File: config.mk
export PLATFORM = sky130hd
export DESIGN_NAME = txq_dma
export DESIGN_NICKNAME = d
export VERILOG_FILES = /design/src/rtl/txq_pkg.sv /design/src/rtl/txq_regs.sv /design/src/rtl/txq_unpack.sv /design/src/rtl/txq_engine.sv /design/src/rtl/txq_dma.sv
export SDC_FILE = /design/constraint.sdc
export NUM_CORES = 1
export LEC_CHECK = 0
export ABC_AREA = 1
export CORE_MARGIN = 4
export CORE_UTILIZATION = 48
export DETAILED_ROUTE_END_ITERATION = 10
export PLACE_DENSITY = 0.73
export SETUP_SLACK_MARGIN = 0.2
export SLEW_MARGIN = 20
export SYNTH_ARGS = -nofsm -noshare
export SYNTH_HDL_FRONTEND = slang
export SYNTH_SLANG_ARGS = --single-unit
File: constraint.sdc
create_clock -name clk -period 2.2 [get_ports clk]
set_input_delay 0.66 -clock clk [delete_from_list [all_inputs] [get_ports clk]]
set_output_delay 0.66 -clock clk [all_outputs]
set_load 0.02 [all_outputs]
File: src/rtl/txq_pkg.sv
package txq_pkg;
  localparam int CTL_RXEN = 2;
  localparam int CTL_TXEN = 3;
  localparam int CTL_GO   = 9;
  localparam int ST_EXH   = 4;
  localparam int ST_URUN  = 6;
  localparam int ST_BUS   = 8;
  localparam int D_LAST   = 15;
  localparam int D_WRAP   = 30;
  localparam int D_USED   = 31;
  localparam int LEN_W    = 14;
  localparam logic [1:0] SEL_CTRL = 2'd0;
  localparam logic [1:0] SEL_STAT = 2'd1;
  localparam logic [1:0] SEL_BASE = 2'd2;

  typedef enum logic [3:0] {
    S_IDLE, S_A_REQ, S_A_WAIT, S_S_REQ, S_S_WAIT,
    S_D_REQ, S_D_WAIT, S_SEND, S_WB
  } txq_state_e;
endpackage

File: src/rtl/txq_regs.sv
module txq_regs
  import txq_pkg::*;
#(
  parameter int AW = 32
) (
  input  logic          clk,
  input  logic          rst_n,
  input  logic          we,
  input  logic [1:0]    sel,
  input  logic [31:0]   wdata,
  output logic [31:0]   rdata,
  output logic          tx_en,
  output logic          go,
  output logic [AW-1:0] base,
  output logic          base_ld,
  input  logic          set_bus,
  input  logic          set_urun,
  input  logic          set_exh,
  output logic [31:0]   stat_word
);
  logic          rxen_q, txen_q;
  logic [2:0]    flags_q;   // {bus, urun, exh}
  logic [AW-1:0] base_q;
  logic [2:0]    clr, set;
  logic          unused_bits;

  assign unused_bits = ^{wdata[31:10], wdata[8:7], wdata[5], wdata[1:0]};

  assign go    = we && sel == SEL_CTRL && wdata[CTL_GO] && wdata[CTL_TXEN];
  assign tx_en = txen_q;
  assign base  = base_q;
  assign clr   = (we && sel == SEL_STAT) ? {wdata[ST_BUS], wdata[ST_URUN], wdata[ST_EXH]} : 3'b000;
  assign set   = {set_bus, set_urun, set_exh};

  always_ff @(posedge clk) begin
    if (!rst_n) begin
      rxen_q  <= 1'b0;
      txen_q  <= 1'b0;
      flags_q <= '0;
      base_q  <= '0;
      base_ld <= 1'b0;
    end else begin
      base_ld <= 1'b0;
      if (we && sel == SEL_CTRL) begin
        rxen_q <= wdata[CTL_RXEN];
        txen_q <= wdata[CTL_TXEN];
      end
      if (we && sel == SEL_BASE) begin
        base_q  <= {wdata[AW-1:3], 3'b000};
        base_ld <= 1'b1;
      end
      flags_q <= (flags_q & ~clr) | set;
    end
  end

  always_comb begin
    stat_word           = '0;
    stat_word[ST_BUS]   = flags_q[2];
    stat_word[ST_URUN]  = flags_q[1];
    stat_word[ST_EXH]   = flags_q[0];
    rdata = '0;
    case (sel)
      SEL_CTRL: begin
        rdata[CTL_RXEN] = rxen_q;
        rdata[CTL_TXEN] = txen_q;
      end
      SEL_STAT: rdata = stat_word;
      SEL_BASE: rdata = 32'(base_q);
      default:  rdata = '0;
    endcase
  end
endmodule

File: src/rtl/txq_unpack.sv
module txq_unpack #(
  parameter int BYTES = 4,
  localparam int CW = $clog2(BYTES + 1)
) (
  input  logic             clk,
  input  logic             rst_n,
  input  logic             load,
  input  logic [8*BYTES-1:0] load_word,
  input  logic [CW-1:0]    load_cnt,
  input  logic             take,
  output logic [7:0]       byte_o,
  output logic [CW-1:0]    cnt_o
);
  logic [8*BYTES-1:0] sh_q;
  logic [CW-1:0]      cnt_q;

  always_ff @(posedge clk) begin
    if (!rst_n) begin
      sh_q  <= '0;
      cnt_q <= '0;
    end else if (load) begin
      sh_q  <= load_word;
      cnt_q <= load_cnt;
    end else if (take && cnt_q != '0) begin
      sh_q  <= sh_q >> 8;
      cnt_q <= cnt_q - CW'(1);
    end
  end

  assign byte_o = sh_q[7:0];
  assign cnt_o  = cnt_q;
endmodule

File: src/rtl/txq_engine.sv
module txq_engine
  import txq_pkg::*;
#(
  parameter int AW = 32,
  parameter int UNDERRUN_LIMIT = 16,
  localparam int UR_W = $clog2(UNDERRUN_LIMIT + 1)
) (
  input  logic          clk,
  input  logic          rst_n,
  input  logic          tx_en,
  input  logic          go,
  input  logic [AW-1:0] base,
  input  logic          base_ld,
  output logic          mem_rd_valid,
  input  logic          mem_rd_ready,
  output logic [AW-1:0] mem_rd_addr,
  input  logic          mem_rd_rvalid,
  input  logic [31:0]   mem_rd_rdata,
  input  logic          mem_rd_rerr,
  output logic          mem_wr_valid,
  input  logic          mem_wr_ready,
  output logic [AW-1:0] mem_wr_addr,
  output logic [31:0]   mem_wr_data,
  output logic          tx_valid,
  input  logic          tx_ready,
  output logic          tx_last,
  output logic          tx_busy,
  output logic          unp_load,
  output logic [2:0]    unp_cnt_ld,
  output logic          unp_take,
  input  logic [2:0]    unp_cnt,
  output logic          err_bus,
  output logic          err_urun,
  output logic          err_exh
);
  txq_state_e       st_q;
  logic [AW-1:0]    cur_q, buf_q;
  logic [LEN_W-1:0] rem_q;
  logic [31:0]      dstat_q;
  logic             in_frame_q, sent_q, drop_q;
  logic [UR_W-1:0]  ur_q;
  logic             rd_fire, wr_fire, tx_fire, waiting, rsp_ok, ur_tick, abort;

  assign waiting  = st_q == S_A_WAIT || st_q == S_S_WAIT || st_q == S_D_WAIT;
  assign mem_rd_valid = tx_en && !drop_q &&
                        (st_q == S_A_REQ || st_q == S_S_REQ || st_q == S_D_REQ);
  assign rd_fire  = mem_rd_valid && mem_rd_ready;
  assign mem_wr_valid = tx_en && st_q == S_WB;
  assign wr_fire  = mem_wr_valid && mem_wr_ready;
  assign mem_wr_addr  = cur_q + AW'(4);
  assign mem_wr_data  = dstat_q | (32'd1 << D_USED);
  assign tx_valid = tx_en && st_q == S_SEND;
  assign tx_fire  = tx_valid && tx_ready;
  assign tx_last  = dstat_q[D_LAST] && rem_q == LEN_W'(1);
  assign tx_busy  = st_q != S_IDLE;

  assign rsp_ok   = waiting && mem_rd_rvalid && !mem_rd_rerr;
  assign err_bus  = waiting && mem_rd_rvalid && mem_rd_rerr;
  assign ur_tick  = sent_q && tx_en && tx_ready && !tx_valid && st_q != S_IDLE;
  assign err_urun = ur_tick && ur_q == UR_W'(UNDERRUN_LIMIT - 1);
  assign err_exh  = rsp_ok && st_q == S_S_WAIT && mem_rd_rdata[D_USED] && in_frame_q;
  assign abort    = err_bus || err_urun;

  assign unp_load   = rsp_ok && st_q == S_D_WAIT;
  assign unp_cnt_ld = (rem_q >= LEN_W'(4)) ? 3'd4 : rem_q[2:0];
  assign unp_take   = tx_fire;

  always_comb begin
    case (st_q)
      S_A_REQ: mem_rd_addr = cur_q;
      S_S_REQ: mem_rd_addr = cur_q + AW'(4);
      default: mem_rd_addr = buf_q;
    endcase
  end

  always_ff @(posedge clk) begin
    if (!rst_n) begin
      st_q       <= S_IDLE;
      cur_q      <= '0;
      buf_q      <= '0;
      rem_q      <= '0;
      dstat_q    <= '0;
      in_frame_q <= 1'b0;
      sent_q     <= 1'b0;
      drop_q     <= 1'b0;
      ur_q       <= '0;
    end else begin
      if (!sent_q || tx_fire || st_q == S_IDLE) ur_q <= '0;
      else if (ur_tick) ur_q <= ur_q + UR_W'(1);

      if (drop_q && mem_rd_rvalid) drop_q <= 1'b0;
      if (st_q == S_IDLE && base_ld) cur_q <= base;

      case (st_q)
        S_IDLE:   if (go) st_q <= S_A_REQ;
        S_A_REQ:  if (rd_fire) st_q <= S_A_WAIT;
        S_A_WAIT: if (rsp_ok) begin
          buf_q <= {mem_rd_rdata[AW-1:2], 2'b00};
          st_q  <= S_S_REQ;
        end
        S_S_REQ:  if (rd_fire) st_q <= S_S_WAIT;
        S_S_WAIT: if (rsp_ok) begin
          if (mem_rd_rdata[D_USED]) begin
            in_frame_q <= 1'b0;
            sent_q     <= 1'b0;
            st_q       <= S_IDLE;
          end else begin
            dstat_q    <= mem_rd_rdata;
            rem_q      <= mem_rd_rdata[LEN_W-1:0];
            in_frame_q <= 1'b1;
            st_q <= (mem_rd_rdata[LEN_W-1:0] == '0) ? S_WB : S_D_REQ;
          end
        end
        S_D_REQ:  if (rd_fire) st_q <= S_D_WAIT;
        S_D_WAIT: if (rsp_ok) begin
          buf_q <= buf_q + AW'(4);
          st_q  <= S_SEND;
        end
        S_SEND:   if (tx_fire) begin
          rem_q  <= rem_q - LEN_W'(1);
          sent_q <= 1'b1;
          if (unp_cnt == 3'd1) st_q <= (rem_q == LEN_W'(1)) ? S_WB : S_D_REQ;
        end
        S_WB:     if (wr_fire) begin
          cur_q <= dstat_q[D_WRAP] ? base : cur_q + AW'(8);
          if (dstat_q[D_LAST]) begin
            in_frame_q <= 1'b0;
            sent_q     <= 1'b0;
            st_q       <= S_IDLE;
          end else begin
            st_q <= S_A_REQ;
          end
        end
        default:  st_q <= S_IDLE;
      endcase

      if (abort) begin
        st_q       <= S_IDLE;
        in_frame_q <= 1'b0;
        sent_q     <= 1'b0;
        if (waiting && !mem_rd_rvalid) drop_q <= 1'b1;
      end
    end
  end
endmodule

File: src/rtl/txq_dma.sv
module txq_dma
  import txq_pkg::*;
#(
  parameter int AW = 32,
  parameter int UNDERRUN_LIMIT = 16
) (
  input  logic          clk,
  input  logic          rst_n,
  input  logic          reg_we,
  input  logic [1:0]    reg_sel,
  input  logic [31:0]   reg_wdata,
  output logic [31:0]   reg_rdata,
  output logic          mem_rd_valid,
  input  logic          mem_rd_ready,
  output logic [AW-1:0] mem_rd_addr,
  input  logic          mem_rd_rvalid,
  input  logic [31:0]   mem_rd_rdata,
  input  logic          mem_rd_rerr,
  output logic          mem_wr_valid,
  input  logic          mem_wr_ready,
  output logic [AW-1:0] mem_wr_addr,
  output logic [31:0]   mem_wr_data,
  output logic          tx_valid,
  input  logic          tx_ready,
  output logic [7:0]    tx_data,
  output logic          tx_last,
  output logic          tx_busy
);
  logic          tx_en, go, base_ld, err_bus, err_urun, err_exh;
  logic [AW-1:0] base;
  logic [31:0]   stat_word;
  logic          unp_load, unp_take;
  logic [2:0]    unp_cnt_ld, unp_cnt;

  txq_regs #(.AW(AW)) u_regs (
    .clk(clk), .rst_n(rst_n), .we(reg_we), .sel(reg_sel), .wdata(reg_wdata),
    .rdata(reg_rdata), .tx_en(tx_en), .go(go), .base(base), .base_ld(base_ld),
    .set_bus(err_bus), .set_urun(err_urun), .set_exh(err_exh), .stat_word(stat_word)
  );

  txq_engine #(.AW(AW), .UNDERRUN_LIMIT(UNDERRUN_LIMIT)) u_engine (
    .clk(clk), .rst_n(rst_n), .tx_en(tx_en), .go(go), .base(base), .base_ld(base_ld),
    .mem_rd_valid(mem_rd_valid), .mem_rd_ready(mem_rd_ready), .mem_rd_addr(mem_rd_addr),
    .mem_rd_rvalid(mem_rd_rvalid), .mem_rd_rdata(mem_rd_rdata), .mem_rd_rerr(mem_rd_rerr),
    .mem_wr_valid(mem_wr_valid), .mem_wr_ready(mem_wr_ready), .mem_wr_addr(mem_wr_addr),
    .mem_wr_data(mem_wr_data), .tx_valid(tx_valid), .tx_ready(tx_ready), .tx_last(tx_last),
    .tx_busy(tx_busy), .unp_load(unp_load), .unp_cnt_ld(unp_cnt_ld), .unp_take(unp_take),
    .unp_cnt(unp_cnt), .err_bus(err_bus), .err_urun(err_urun), .err_exh(err_exh)
  );

  txq_unpack #(.BYTES(4)) u_unpack (
    .clk(clk), .rst_n(rst_n), .load(unp_load), .load_word(mem_rd_rdata),
    .load_cnt(unp_cnt_ld), .take(unp_take), .byte_o(tx_data), .cnt_o(unp_cnt)
  );
endmodule

Word level (Yosys, flattened, before mapping)
Cells that the tools add are included.

Input bits: 74. Output and inout bits: 141. Flip-flop bits (word level): 191. Logic and storage cells: 161.

Magnitude comparators: 1. Equality and inequality tests: 26. Reductions and logical operators: 59. Multiplexer cells: 48. Bitwise operators: 5. $add $sub $neg: 6.

Operators by type and width (number): 32-bit 2-to-1 mux (8); 32-bit case mux with 2 select lines (2); 32-bit by 3-bit adder with 32-bit output, second input constant (2); 28-bit case mux with 2 select lines (1); 4-bit 2-to-1 mux (13); 14-bit 2-to-1 mux (3); 4-bit case mux with 9 select lines (1); 32-bit by 4-bit adder with 32-bit output, second input constant (1); 1-bit logical AND (29); 14-bit case mux with 2 select lines (1); 2-bit by 1-bit != test with 1-bit output, second input constant (9); 4-bit by 3-bit equality test with 1-bit output, second input constant (4); 14-bit by 1-bit equality test with 1-bit output, second input constant (1); 14-bit by 3-bit greater-or-equal comparator with 1-bit output, second input constant (1); 14-bit logical NOT (1); 14-bit by 1-bit subtractor with 14-bit output, second input constant (1); 1-bit 2-to-1 mux (12); 3-bit 2-to-1 mux (4); 10-bit AND reduction (1); 4-bit by 2-bit equality test with 1-bit output, second input constant (2); 2-bit != test, second input constant (4); 4-bit AND reduction (2); 2-bit nonzero test (4); 1-bit logical OR (7); 23 further kinds (31).

Longest topological paths before layout
Depth in word-level cells: 9. Gate-level depth with buffers: 13. Gate-level depth less buffers: 12.

Hierarchy
A second synthesis with hierarchy kept.

Cell total of the unflattened synthesis: 2078. Area total of the unflattened synthesis: 12306.8 µm².

Modules (own cells, without submodules): txq_engine (seq. area each 2382.3 µm², area an instance 8775.9 µm², times used 1, cells an instance 1556); txq_regs (seq. area each 700.7 µm², area an instance 1789.2 µm², times used 1, cells an instance 262); txq_unpack (seq. area each 700.7 µm², area an instance 1741.7 µm², times used 1, cells an instance 260).

Worst setup path after synthesis
No wires, ideal clock.

Path kind: register -> output. Start point: register u_engine.cur_q[4]. End point: output mem_rd_addr[19]. Slack: -0.394 ns. Cell stages (with the launch flop): 10. Required time: 1.540 ns. Buffers on the path: 0. Arrival: 1.934 ns. Path through: dfxtp_1 > ha_1 > nand3_1 > inv_1 > nand2_1 > nor2_1 > nand2_1 > xor2_1 > nand2_1 > nand3_1.

Word-level cells in the longest chain between the ends: 2.

Ends and longest elaborated chain: from (decl) (line txq_engine.sv:37) `logic [AW-1:0] cur_q, buf_q;`; from (signal assigned) (line txq_engine.sv:92) `if (st_q == S_IDLE && base_ld) cur_q <= base;`; from (signal assigned) (line txq_engine.sv:125) `cur_q <= dstat_q[D_WRAP] ? base : cur_q + AW'(8);`; 32-bit by 3-bit adder with 32-bit output; net mem_wr_addr[19] (line txq_dma.sv:21) `output logic [AW-1:0] mem_wr_addr,`; 32-bit case mux with 2 select lines (line txq_engine.sv:69) `case (st_q)`; to (decl) (line txq_dma.sv:15) `output logic [AW-1:0] mem_rd_addr,`.

The timed path passes the listed nets, and every way through them passes these cells.

Worst setup path after layout
Start point: register u_engine.cur_q[7]. End point: output mem_rd_addr[10].

Word-level cells in the longest chain between the ends: 2.

Ends and longest elaborated chain: 32-bit by 3-bit adder with 32-bit output (line txq_engine.sv:71) `S_S_REQ: mem_rd_addr = cur_q + AW'(4);`; 32-bit case mux with 2 select lines (line txq_engine.sv:69).

Every way passes these cells.

==> implementation parameters <==
Parameter                              Value

Timing
  Highest Clock Rate ... about 350 MHz
  Fin Clk Skew ... 0.0177 ns
  Part of the cycle the worst path needs ... 1.29
  Final hold vios ... 0
  Setup violation total in the final timing report ... 82
  Worst hold slack ... ~0.47 ns
  Final critical delay including setup and external delays ... 2.83 ns
  Worst path setup slack after routing ... -0.630 ns
  Setup repair after global routing missed its margin ... yes
  Count of final max-slew check failures ... 0

Layout
  Final #Nets ... 2459
  Fraction of layout cells with a size suffix above 1 ... 0.357
  Count of placed standard cells in the final layout, fillers left out ... roughly 2700
  Final instance area ... 0.0194 mm²
  Final standard cell utilization of the core ... 0.828
  Fill cell instance count of the final layout ... 1492
  Area overhead of the layout relative to synthesis ... 70.0%
  Number of diodes ... 0

Clock tree
  CTS tree ... built
  Worst skew pair latency ... 0.45 ns
  Clock Sinks ... 189
  TritonCTS Buffers ... 17
  Cell at the root of the clock tree ... sky130_fd_sc_hd__clkbuf_16
  H-tree depth ... 4
  Maximum number of buffers from clock root to sink ... 2
  Clock Pin Slew Worst Setup and Hold Paths ... 0.08 ns

Setup path
  Startpoint kind of the worst setup timing path ... register
  Worst EP required ... 1.54 ns
  Maximum fanout encountered on the critical timing path ... 3
  Worst reg2reg path startpoint ... u_engine.st_q[3]
  Sort of element at the end of the critical path ... output port
  Critical path class ... reg -> out
  Crit path from ... u_engine.cur_q[7]
  Critical path arrival ... approximately 2.2 ns

Detailed routing
  Wire length per cell after detailed routing ... 20.1 µm
  WL final ... roughly 54000 µm
  Remaining number of nets flagged by the antenna check after routing ... 0
  Drt pass-1 iters ... 6
  Ratio of routed vias to standard cells ... 5.76
  DRC violations left ... 0
  Drt initial violations ... 1836
  Vias ... 15600

Yosys
  Main synth FF type ... sky130_fd_sc_hd__dfxtp_1
  Number of storage elements in the synthesis netlist ... 189
  Post-synth EDFFs ... 0
  Share of the synthesized area in the top cell type ... 0.332
  Async SR Flop Fraction ... 0
  Most area-hungry cell type in the Yosys netlist ... sky130_fd_sc_hd__dfxtp_1
  Synth cell count leaders ... sky130_fd_sc_hd__nand2_1 (500), sky130_fd_sc_hd__nor2_1 (252), sky130_fd_sc_hd__inv_1 (195), sky130_fd_sc_hd__dfxtp_1 (189), sky130_fd_sc_hd__a21oi_1 (181)
  Top-count cell post-synth ... sky130_fd_sc_hd__nand2_1
  Synthesized area ... approximately 0.011 mm²
  Largest cells by area after synthesis ... sky130_fd_sc_hd__dfxtp_1 (33%), sky130_fd_sc_hd__nand2_1 (16%), sky130_fd_sc_hd__nor2_1 (8.3%), sky130_fd_sc_hd__a21oi_1 (7.9%), sky130_fd_sc_hd__o21ai_0 (6.5%)
  Post-synth cell types ... 41
  Post-synthesis instance total ... roughly 1900
  Share of synthesized area occupied by flip-flops and latches ... 0.332
  Synthesized area per cell ... around 6 µm²
  Synth Warn # ... 0

Die
  DIE HEIGHT ... between 150 and 200 µm
  Effective utilization at floorplan ... 0.487
  Total die area ... 0.0263 mm²
  Number of rows in the core area ... 56
  Core Area ... 0.0234 mm²
  Die boundary width ... between 150 and 200 µm
  Top-level port count ... 215

Global route
  Vias in the first global route ... about 14000
  Initial antenna violation count ... 0
  Largest net degree at the start of global routing ... 63
  GRT overflow ... 0
  Wire length of the first global-routing pass ... 74400 µm
  Aggregate global-route resource usage ... 0.354

Job
  Max cap viols ... 0

Pwr
  LEAKAGE ... 8.74 nW
  Power per cell area ... 502 mW/mm²
  Max IR drop VDD ... roughly 0.00042 V

Worst hold path
  Classification of the worst-slack hold path ... reg -> reg
  HP Start ... u_unpack.sh_q[30]

Placed design
  Placement Setup Slack ... -0.828 ns
  Count of buffers inserted at the top-level ports ... 209
  Detailed placement HPWL ... 34300 µm
  Number of instances in the placed design ... 2550
  Final weighted congestion in routability-driven placement ... between 0.9 and 1
  Total placed instance area ... roughly 0.016 mm²

Status
  Violated checks ... negative setup slack
  Outcome ... finished, violations left
-- worst max-delay path, cell delays in order, from the launching register on --
cell and delay, ns:
sky130_fd_sc_hd__dfxtp_2 0.43, sky130_fd_sc_hd__nand2_1 0.17, sky130_fd_sc_hd__nor2_2 0.20, sky130_fd_sc_hd__nand2_4 0.10, sky130_fd_sc_hd__buf_4 0.15, sky130_fd_sc_hd__buf_6 0.11, sky130_fd_sc_hd__xor2_2 0.16, sky130_fd_sc_hd__nand2_1 0.08
sky130_fd_sc_hd__o221ai_2 0.11, sky130_fd_sc_hd__buf_4 0.20
-- per-layer routing --
metal / track usage / vias up / share of wire
met5: 0 / - / 0
met4: 0.116 / 0 / 0.051
met3: 0.0543 / 240 / 0.10
met2: 0.578 / 1067 / 0.46
met1: 0.483 / 7286 / 0.39
li1: - / 6975 / -
-- final cells by class --
class,count,area [µm²],area share
Clock buffer,18,439,0.0227
Clock inverter,14,184,0.00949
Inverter,214,878,0.0453
Multi-Input combinational cell,1369,7940,0.410
Sequential cell,189,3850,0.199
Tap cell,319,399,0.0206
Timing Repair Buffer,580,5680,0.293
-- cells by family after synthesis --
family	count (synthesis)	share of synthesized area
AND/OR/NAND/NOR	935	0.337
AO/OA/AOI/OAI	387	0.180
buffers and inverters	306	0.112
flip-flops	189	0.332
XOR/XNOR	30	0.0231
adder cells (fa/ha/maj)	14	0.0154
other	2	0.000659
-- worst paths after layout --
check,cells past startpoint,slack [ns],endpoint
max,9,-0.63,mem_rd_addr[10]
min,2,0.47,u_unpack.sh_q[30]
max reg2reg,16,0.01,u_engine.cur_q[9]
min reg2reg,2,0.47,u_unpack.sh_q[30]
-- cells in the final DEF, fill, tap and decap left out, types with 7 or more instances in the layout --
master,instances
sky130_fd_sc_hd__o21ai_0,137
sky130_fd_sc_hd__o211ai_1,15
sky130_fd_sc_hd__clkdlybuf4s50_1,68
sky130_fd_sc_hd__inv_1,153
sky130_fd_sc_hd__xor2_2,17
sky130_fd_sc_hd__nand3_1,101
sky130_fd_sc_hd__nand4_1,18
sky130_fd_sc_hd__inv_4,10
sky130_fd_sc_hd__dfxtp_2,20
sky130_fd_sc_hd__a21oi_2,11
sky130_fd_sc_hd__buf_6,144
sky130_fd_sc_hd__dfxtp_1,158
sky130_fd_sc_hd__inv_2,44
sky130_fd_sc_hd__dlygate4sd2_1,41
sky130_fd_sc_hd__nand2_1,409
sky130_fd_sc_hd__clkbuf_16,24
sky130_fd_sc_hd__o21ai_1,12
sky130_fd_sc_hd__dfxtp_4,11
sky130_fd_sc_hd__buf_12,26
sky130_fd_sc_hd__nor2_1,196
sky130_fd_sc_hd__nand2_2,43
sky130_fd_sc_hd__nand2_4,54
sky130_fd_sc_hd__nand3_2,18
sky130_fd_sc_hd__nor2_2,19
sky130_fd_sc_hd__nor3_1,14
sky130_fd_sc_hd__nor2_4,46
sky130_fd_sc_hd__buf_8,8
sky130_fd_sc_hd__buf_4,280
sky130_fd_sc_hd__inv_6,8
sky130_fd_sc_hd__o21ai_2,7
sky130_fd_sc_hd__a21oi_1,167
sky130_fd_sc_hd__ha_1,8
-- metrics by stage --
| stage | power [mW] | TNS, ns |
|---|---|---|
| 4_1_cts | 9.13 | -23.23 |
| 2_1_floorplan | 4.59 | -0.122 |
| 6_report | 9.73 | -29.81 |
| 3_5_place_dp | 5.50 | -54.62 |
| 5_1_grt | 9.94 | -33.09 |
| 3_3_place_gp | 5.48 | -50.97 |
-- sequential cells by signal, indices dropped and copies added, names as in the netlist --
signal,count
u_engine.cur_q,32
u_regs.base,29
u_unpack.cnt_o,3
u_engine.in_frame_q,1
u_engine.drop_q,1
u_engine.sent_q,1
u_regs.base_ld,1
u_unpack.sh_q,32
u_regs.rxen_q,1
u_engine.dstat_q,31
u_engine.st_q,4
u_engine.ur_q,5
u_engine.rem_q,14
u_regs.tx_en,1
u_engine.buf_q,30
u_regs.flags_q,3
-- where the power goes --
part / internal (mW) / switching (mW) / leakage (nW)
clock network: 1.69 / 1.72 / 0.303
logic: 1.22 / 1.47 / 6.89
registers: 3.51 / 0.118 / 1.55
total: 6.42 / 3.31 / 8.74
-- timing repair --
item | CTS | global route
endpoints found under the setup margin | 170 | 186
gates cloned | 3 | 8
setup buffers | 55 | 55
gates resized for setup | 852 | 175
hold buffers | 0 | 0
pin swaps | 107 | 81
(Power assumes the default switching activity.)
